==> config.mk <==
export PLATFORM = sky130hd
export DESIGN_NAME = secs_rtc
export DESIGN_NICKNAME = d
export VERILOG_FILES = /design/src/rtl/rtc_pkg.sv /design/src/rtl/rtc_tick_gen.sv /design/src/rtl/rtc_wr_gate.sv /design/src/rtl/secs_rtc.sv
export SDC_FILE = /design/constraint.sdc
export NUM_CORES = 1
export LEC_CHECK = 0
export ABC_AREA = 1
export BUFFER_PORTS_ARGS = -buffer_cell sky130_fd_sc_hd__clkbuf_2
export CAP_MARGIN = 10
export CORE_MARGIN = 3
export CORE_UTILIZATION = 55
export DETAILED_ROUTE_END_ITERATION = 6
export HOLD_SLACK_MARGIN = 0.06
export PLACE_DENSITY = 0.77
export SLEW_MARGIN = 20
export SYNTH_ARGS = -nofsm -noshare
export SYNTH_HDL_FRONTEND = slang
export SYNTH_SLANG_ARGS = --single-unit
export TNS_END_PERCENT = 50
==> constraint.sdc <==
create_clock -name clk -period 3.14 [get_ports clk]
set_input_delay 0.157 -clock clk [delete_from_list [all_inputs] [get_ports clk]]
set_output_delay 0.157 -clock clk [all_outputs]
set_load 0.01 [all_outputs]
==> src/rtl/rtc_pkg.sv <==
package rtc_pkg;
    localparam int WORD_W = 32;
    localparam int ADDR_W = 4;

    localparam logic [ADDR_W-1:0] ADR_CTRL    = 4'd0;
    localparam logic [ADDR_W-1:0] ADR_SECS    = 4'd1;
    localparam logic [ADDR_W-1:0] ADR_ALARM   = 4'd2;
    localparam logic [ADDR_W-1:0] ADR_REGUL   = 4'd3;
    localparam logic [ADDR_W-1:0] ADR_HIB     = 4'd8;
    localparam logic [ADDR_W-1:0] ADR_SCRATCH = 4'd13;

    localparam int CB_EN   = 0;
    localparam int CB_AE   = 2;
    localparam int CB_AIE  = 3;
    localparam int CB_AF   = 4;
    localparam int CB_SIE  = 5;
    localparam int CB_SF   = 6;
    localparam int CB_RDY  = 7;

    typedef logic [WORD_W-1:0] word_t;

    typedef struct packed {
        word_t secs;
        word_t alarm;
        word_t regul;
        word_t scratch;
        word_t load;
        logic  pend;
        logic  en;
        logic  alm_en;
        logic  alm_ie;
        logic  alm_flag;
        logic  sec_ie;
        logic  sec_flag;
        logic  hib;
    } core_t;
endpackage

==> src/rtl/rtc_tick_gen.sv <==
module rtc_tick_gen #(
    parameter int DIV = 0
) (
    input  logic clk,
    input  logic rst_n,
    input  logic tick_i,
    output logic tick_o
);
    generate
        if (DIV == 0) begin : g_ext
            assign tick_o = tick_i;
        end else begin : g_div
            localparam int CW = (DIV > 1) ? $clog2(DIV) : 1;
            logic [CW-1:0] cnt_d, cnt_q;
            logic          wrap;
            logic          unused_tick;

            assign unused_tick = tick_i;
            assign wrap        = (cnt_q == CW'(DIV - 1));

            always_comb begin
                cnt_d = wrap ? '0 : cnt_q + 1'b1;
            end

            always_ff @(posedge clk or negedge rst_n) begin
                if (!rst_n) cnt_q <= '0;
                else        cnt_q <= cnt_d;
            end

            assign tick_o = wrap;
        end
    endgenerate
endmodule

==> src/rtl/rtc_wr_gate.sv <==
module rtc_wr_gate #(
    parameter int BUSY_TICKS = 2
) (
    input  logic clk,
    input  logic rst_n,
    input  logic tick_i,
    input  logic wr_acc_i,
    output logic rdy_o
);
    localparam int BW = $clog2(BUSY_TICKS + 1);

    logic [BW-1:0] cnt_d, cnt_q;

    always_comb begin
        cnt_d = cnt_q;
        if (wr_acc_i) begin
            cnt_d = BW'(BUSY_TICKS);
        end else if (tick_i && (cnt_q != '0)) begin
            cnt_d = cnt_q - 1'b1;
        end
    end

    always_ff @(posedge clk or negedge rst_n) begin
        if (!rst_n) cnt_q <= '0;
        else        cnt_q <= cnt_d;
    end

    assign rdy_o = (cnt_q == '0);
endmodule

==> src/rtl/secs_rtc.sv <==
module secs_rtc
    import rtc_pkg::*;
#(
    parameter int BUSY_TICKS = 2,
    parameter int CLK_DIV    = 0
) (
    input  logic              clk,
    input  logic              rst_n,
    input  logic              tick_i,
    input  logic [ADDR_W-1:0] addr_i,
    input  logic              wr_en_i,
    input  logic [WORD_W-1:0] wdata_i,
    input  logic              rd_en_i,
    output logic [WORD_W-1:0] rdata_o,
    output logic              irq_o,
    output logic              hib_o
);
    logic  tick_w;
    logic  wr_rdy_w;
    logic  wr_ok_w;
    core_t s_d, s_q;
    logic  upd, inc;
    word_t ctrl_w;
    word_t rd_mux;

    rtc_tick_gen #(.DIV(CLK_DIV)) u_tick (
        .clk    (clk),
        .rst_n  (rst_n),
        .tick_i (tick_i),
        .tick_o (tick_w)
    );

    assign wr_ok_w = wr_en_i & wr_rdy_w;

    rtc_wr_gate #(.BUSY_TICKS(BUSY_TICKS)) u_gate (
        .clk      (clk),
        .rst_n    (rst_n),
        .tick_i   (tick_w),
        .wr_acc_i (wr_ok_w),
        .rdy_o    (wr_rdy_w)
    );

    always_comb begin
        s_d     = s_q;
        s_d.hib = 1'b0;
        upd     = 1'b0;
        inc     = 1'b0;

        // tick boundary: pending load beats increment
        if (tick_w) begin
            if (s_q.pend) begin
                s_d.secs = s_q.load;
                s_d.pend = 1'b0;
                upd      = 1'b1;
            end else if (s_q.en) begin
                s_d.secs = s_q.secs + 1'b1;
                upd      = 1'b1;
                inc      = 1'b1;
            end
        end

        if (wr_ok_w) begin
            case (addr_i)
                ADR_CTRL: begin
                    s_d.en     = wdata_i[CB_EN];
                    s_d.alm_en = wdata_i[CB_AE];
                    s_d.alm_ie = wdata_i[CB_AIE];
                    s_d.sec_ie = wdata_i[CB_SIE];
                    if (!wdata_i[CB_SF]) s_d.sec_flag = 1'b0;
                    if (!wdata_i[CB_AF]) s_d.alm_flag = 1'b0;
                end
                ADR_SECS: begin
                    s_d.load = wdata_i;
                    s_d.pend = 1'b1;
                end
                ADR_ALARM:   s_d.alarm   = wdata_i;
                ADR_REGUL:   s_d.regul   = wdata_i;
                ADR_SCRATCH: s_d.scratch = wdata_i;
                ADR_HIB:     s_d.hib     = (wdata_i == word_t'(1));
                default: ;
            endcase
        end

        // new events win over a same-cycle clear
        if (inc) s_d.sec_flag = 1'b1;
        if (upd && s_q.alm_en && (s_d.secs == s_q.alarm)) s_d.alm_flag = 1'b1;
    end

    always_ff @(posedge clk or negedge rst_n) begin
        if (!rst_n) s_q <= '0;
        else        s_q <= s_d;
    end

    always_comb begin
        ctrl_w         = '0;
        ctrl_w[CB_EN]  = s_q.en;
        ctrl_w[CB_AE]  = s_q.alm_en;
        ctrl_w[CB_AIE] = s_q.alm_ie;
        ctrl_w[CB_AF]  = s_q.alm_flag;
        ctrl_w[CB_SIE] = s_q.sec_ie;
        ctrl_w[CB_SF]  = s_q.sec_flag;
        ctrl_w[CB_RDY] = wr_rdy_w;
    end

    always_comb begin
        case (addr_i)
            ADR_CTRL:    rd_mux = ctrl_w;
            ADR_SECS:    rd_mux = s_q.secs;
            ADR_ALARM:   rd_mux = s_q.alarm;
            ADR_REGUL:   rd_mux = s_q.regul;
            ADR_SCRATCH: rd_mux = s_q.scratch;
            default:     rd_mux = '0;
        endcase
    end

    assign rdata_o = rd_en_i ? rd_mux : '0;
    assign irq_o   = (s_q.sec_flag & s_q.sec_ie) | (s_q.alm_flag & s_q.alm_ie);
    assign hib_o   = s_q.hib;
endmodule

==> results by group <==
Pwr
  – Design internal power: roughly 5 mW
  – Sw Share: 36.4%
  – VDD IR max: roughly 0.00041 V
  – Sequential power share: 45.4%
  – Comb pwr share: 27.7%
  – Power Dens Cells: roughly 760 mW/mm²
  – LEAKAGE: 5.22 nW
  – Psw: 2.94 mW
  – Clk pwr share: a little over a quarter

Hold path
  – Hold crit path type: input port to register

Logic synthesis
  – Cell taking the most area after synthesis: dfrtp_1
  – Ys async rst share: 100%
  – Main combinational cell family by area after synthesis: simple AND/OR/NAND/NOR gates
  – Synth Flop Type: dfrtp_1
  – Post-Syn Area: 0.00910 mm²
  – Mapped Cells: 1244
  – Synth cell count leaders: nand2_1, dfrtp_1, inv_1
  – Post-Synth Adder-Cell Area: 0.275%
  – Cell with the most instances after synthesis: nand2_1
  – Synth area leaders: dfrtp_1, nand2_1, o21ai_0, inv_1, nor2_1
  – Post-Synth Simple-Gate Area: 28.2%
  – Number of flops mapped to enable cells by yosys: 0
  – Net count after synthesis: ~1300
  – Synth Register Bits: 170
  – Yosys top cell area share: between 40% and 50%
  – YS warnings: 0
  – Synth Area in XOR/XNOR: 0.0963%
  – Avg Inst Size Synth: between 7 and 8 µm²
  – Mux cell area share after synthesis: 0%
  – Netlist cell types: 36
  – Post-synthesis sequential area ratio: 46.8%
  – Synth Area in Compound Gates: 15.5%

STA
  – Max Transition Viols Final: 0
  – RSZ-0062 raised after global routing: false
  – Setup violators final: 0
  – Fin. Hold Viols: 0
  – Final Cycle Share: about 77%
  – Setup Total Neg Slack: 0 ns
  – Max Freq: 413 MHz
  – Final worst path period need: 2.42 ns
  – Worst Clk Skew: between 0.007 and 0.008 ns
  – Slew HR: a little under two fifths
  – Least-Margin Pin Slew: ~0.94 ns

Worst setup path
  – CP Cell Sequence: nand2_1 -> nand3_1 -> nand3_1 -> nand2_1 -> inv_1 -> nor2_1 -> nand3_1 -> nor2_1 -> nand4_1 -> nor2_1 -> nand3_1 -> nor2_1 -> nand2_1 -> nand2_1
  – Slowest stage delay, CP: approximately 0.63 ns
  – Critical Path RT: between 3 and 4 ns
  – WP data arrival: 2.79 ns
  – CP max FO: 12
  – CP max-delay cell: dfrtp_1
  – CP Capture Type: register
  – Crit path kind: register to register
  – Crit start category: register

Clocking
  – Setup repair bufs after CTS: 0
  – Max Root-Sink Buffers: 2
  – CTS Root Cell: clkbuf_16
  – CTS Buf Count: 17
  – Clk_lat worst skew: roughly 0.44 ns
  – Clock slew at reported path FFs: 0.07 ns
  – CTS tree: built
  – Clock sinks: 170
  – H-tree lvl count: 4

Global route
  – Largest net degree at the start of global routing: between 80 and 90
  – Global-route wire length before repair: between 40 and 50 mm
  – Antenna violations before repair: 0
  – Gr ovfl total: 0
  – Vias in the first global route: 8419
  – GRT Overall Usage: a little under a third

Drt
  – Wire length per cell: 17.4 µm
  – Via count: 9007
  – DR pass1 iterations: 6
  – Uppermost layer routed: met4
  – DRC: 0
  – DRT iter0 DRCs: 1133
  – Post-Route WL: 27.2 mm
  – Detail Route met3 WL: just over 2 mm
  – Metal-1 WL: about 12 mm
  – Avg Vias per Cell: 5.77
  – Routed wl met2: 12.4 mm
  – Post-route ant nets: 0

Die
  – Die ar.: 0.0181 mm²
  – Die width: around 130 µm
  – Initial Utilization: 56.7%
  – Die Span Y: between 100 and 150 µm
  – Row Count: 46
  – I/O pin count: 75
  – Core ar.: 0.0161 mm²

Final layout
  – Layout cell share with drive strength beyond 1: 11.5%
  – Layout fillers: approximately 1400
  – Area grow syn2layout: 16.5%
  – Multi-input logic area: around 0.0040 mm²
  – Post-layout util: 66.0%
  – Ant diodes: 0
  – Register Area: 0.00425 mm²
  – Nets: ~1400

Status
  – Outcome: finished, final reports clean

Placed design
  – Routability Congestion: 0.972
  – DP HPWL: 18.7 mm
  – Port bufs: 74

Run
  – Max Cap Violations: 0
==> metrics by stage <==
step / worst slack [ns] / std cells / hold slack (ns) / power [mW] / instance area [µm²]
after floorplan: 1.34 / 1244 / -0.139 / 5.13 / 9100
after global placement: 0.756 / 1499 / 0.286 / 5.75 / 9700
after global routing: 0.471 / 1562 / 0.108 / 8.61 / 10600
final: 0.716 / 1562 / 0.0905 / 8.07 / 10600
after detailed placement: 0.771 / 1499 / 0.301 / 5.84 / 9700
after CTS: 0.782 / 1562 / 0.0712 / 8.05 / 10600
==> power groups by stage <==
| stage | combinational, mW | clock, mW | sequential [mW] |
|---|---|---|---|
| final | 2.24 | 2.17 | 3.67 |
| after global routing | 2.58 | 2.27 | 3.76 |
| after detailed placement | 2.18 | 0 | 3.66 |
| after global placement | 2.10 | 0 | 3.64 |
| after floorplan | 1.66 | 0 | 3.47 |
| after CTS | 2.22 | 2.19 | 3.64 |
==> metal layers <==
metal / vias up / global-route usage [%]
li1: 4243 / -
met1: 4304 / 44.2
met2: 407 / 48.2
met3: 53 / 4.43
met4: 0 / 10.8
met5: - / 0
==> layout by cell type, fill, tap and decap left out, drive strengths merged, types with 31 or more instances in the layout <==
master	netlist	final
nand2	344	344
dfrtp	170	170
inv	160	161
nor2	134	134
o21ai	127	127
clkbuf	36	93
nand3	87	87
a21oi	55	55
dlygate4sd3	0	31
==> cell type report <==
class                      instances  share of cell area [%]
clock inverter                    12                    1.39
tap                              216                    2.55
sequential                       170                    40.1
clock buffer                      20                    4.21
timing repair buffer             123                    7.99
inverter                         161                    5.70
multi-input combinational        860                    38.0
==> timing repair <==
| action | in CTS | in global routing |
|---|---|---|
| hold endpoints to repair | 166 | 0 |
| hold buffers | 31 | 0 |
| gates resized for setup | 0 | 0 |
==> registers in the layout, summed over array words and instances, names as in the netlist <==
signal,count
ctrl_w,6
hib_o,1
s_q,161
u_gate.cnt_q,2
==> cell families after synthesis <==
family	Yosys count
AND/OR/NAND/NOR	609
AO/OA/AOI/OAI	248
buffers and inverters	214
flip-flops	170
adder cells (fa/ha/maj)	2
XOR/XNOR	1
==> path summary, 6_finish.rpt <==
check,depth (start not counted),to,slack (ns),start
max in group asynchronous,3,s_q[124],1.91,rst_n
min,3,s_q[69],0.09,wdata_i[29]
max reg2reg,14,ctrl_w[4],0.72,ctrl_w[0]
max,14,ctrl_w[4],0.72,ctrl_w[0]
min reg2reg,2,s_q[99],0.49,s_q[99]
min in group asynchronous,2,s_q[106],0.37,rst_n
==> worst max-delay path, delay by kind of cell, from the launching register on <==
family	cells	cell delay (ns)
buf+inv	1	0.04
simple gates	13	1.70
flops	1	0.63
No activity file was read; power rests on OpenSTA's default activity.
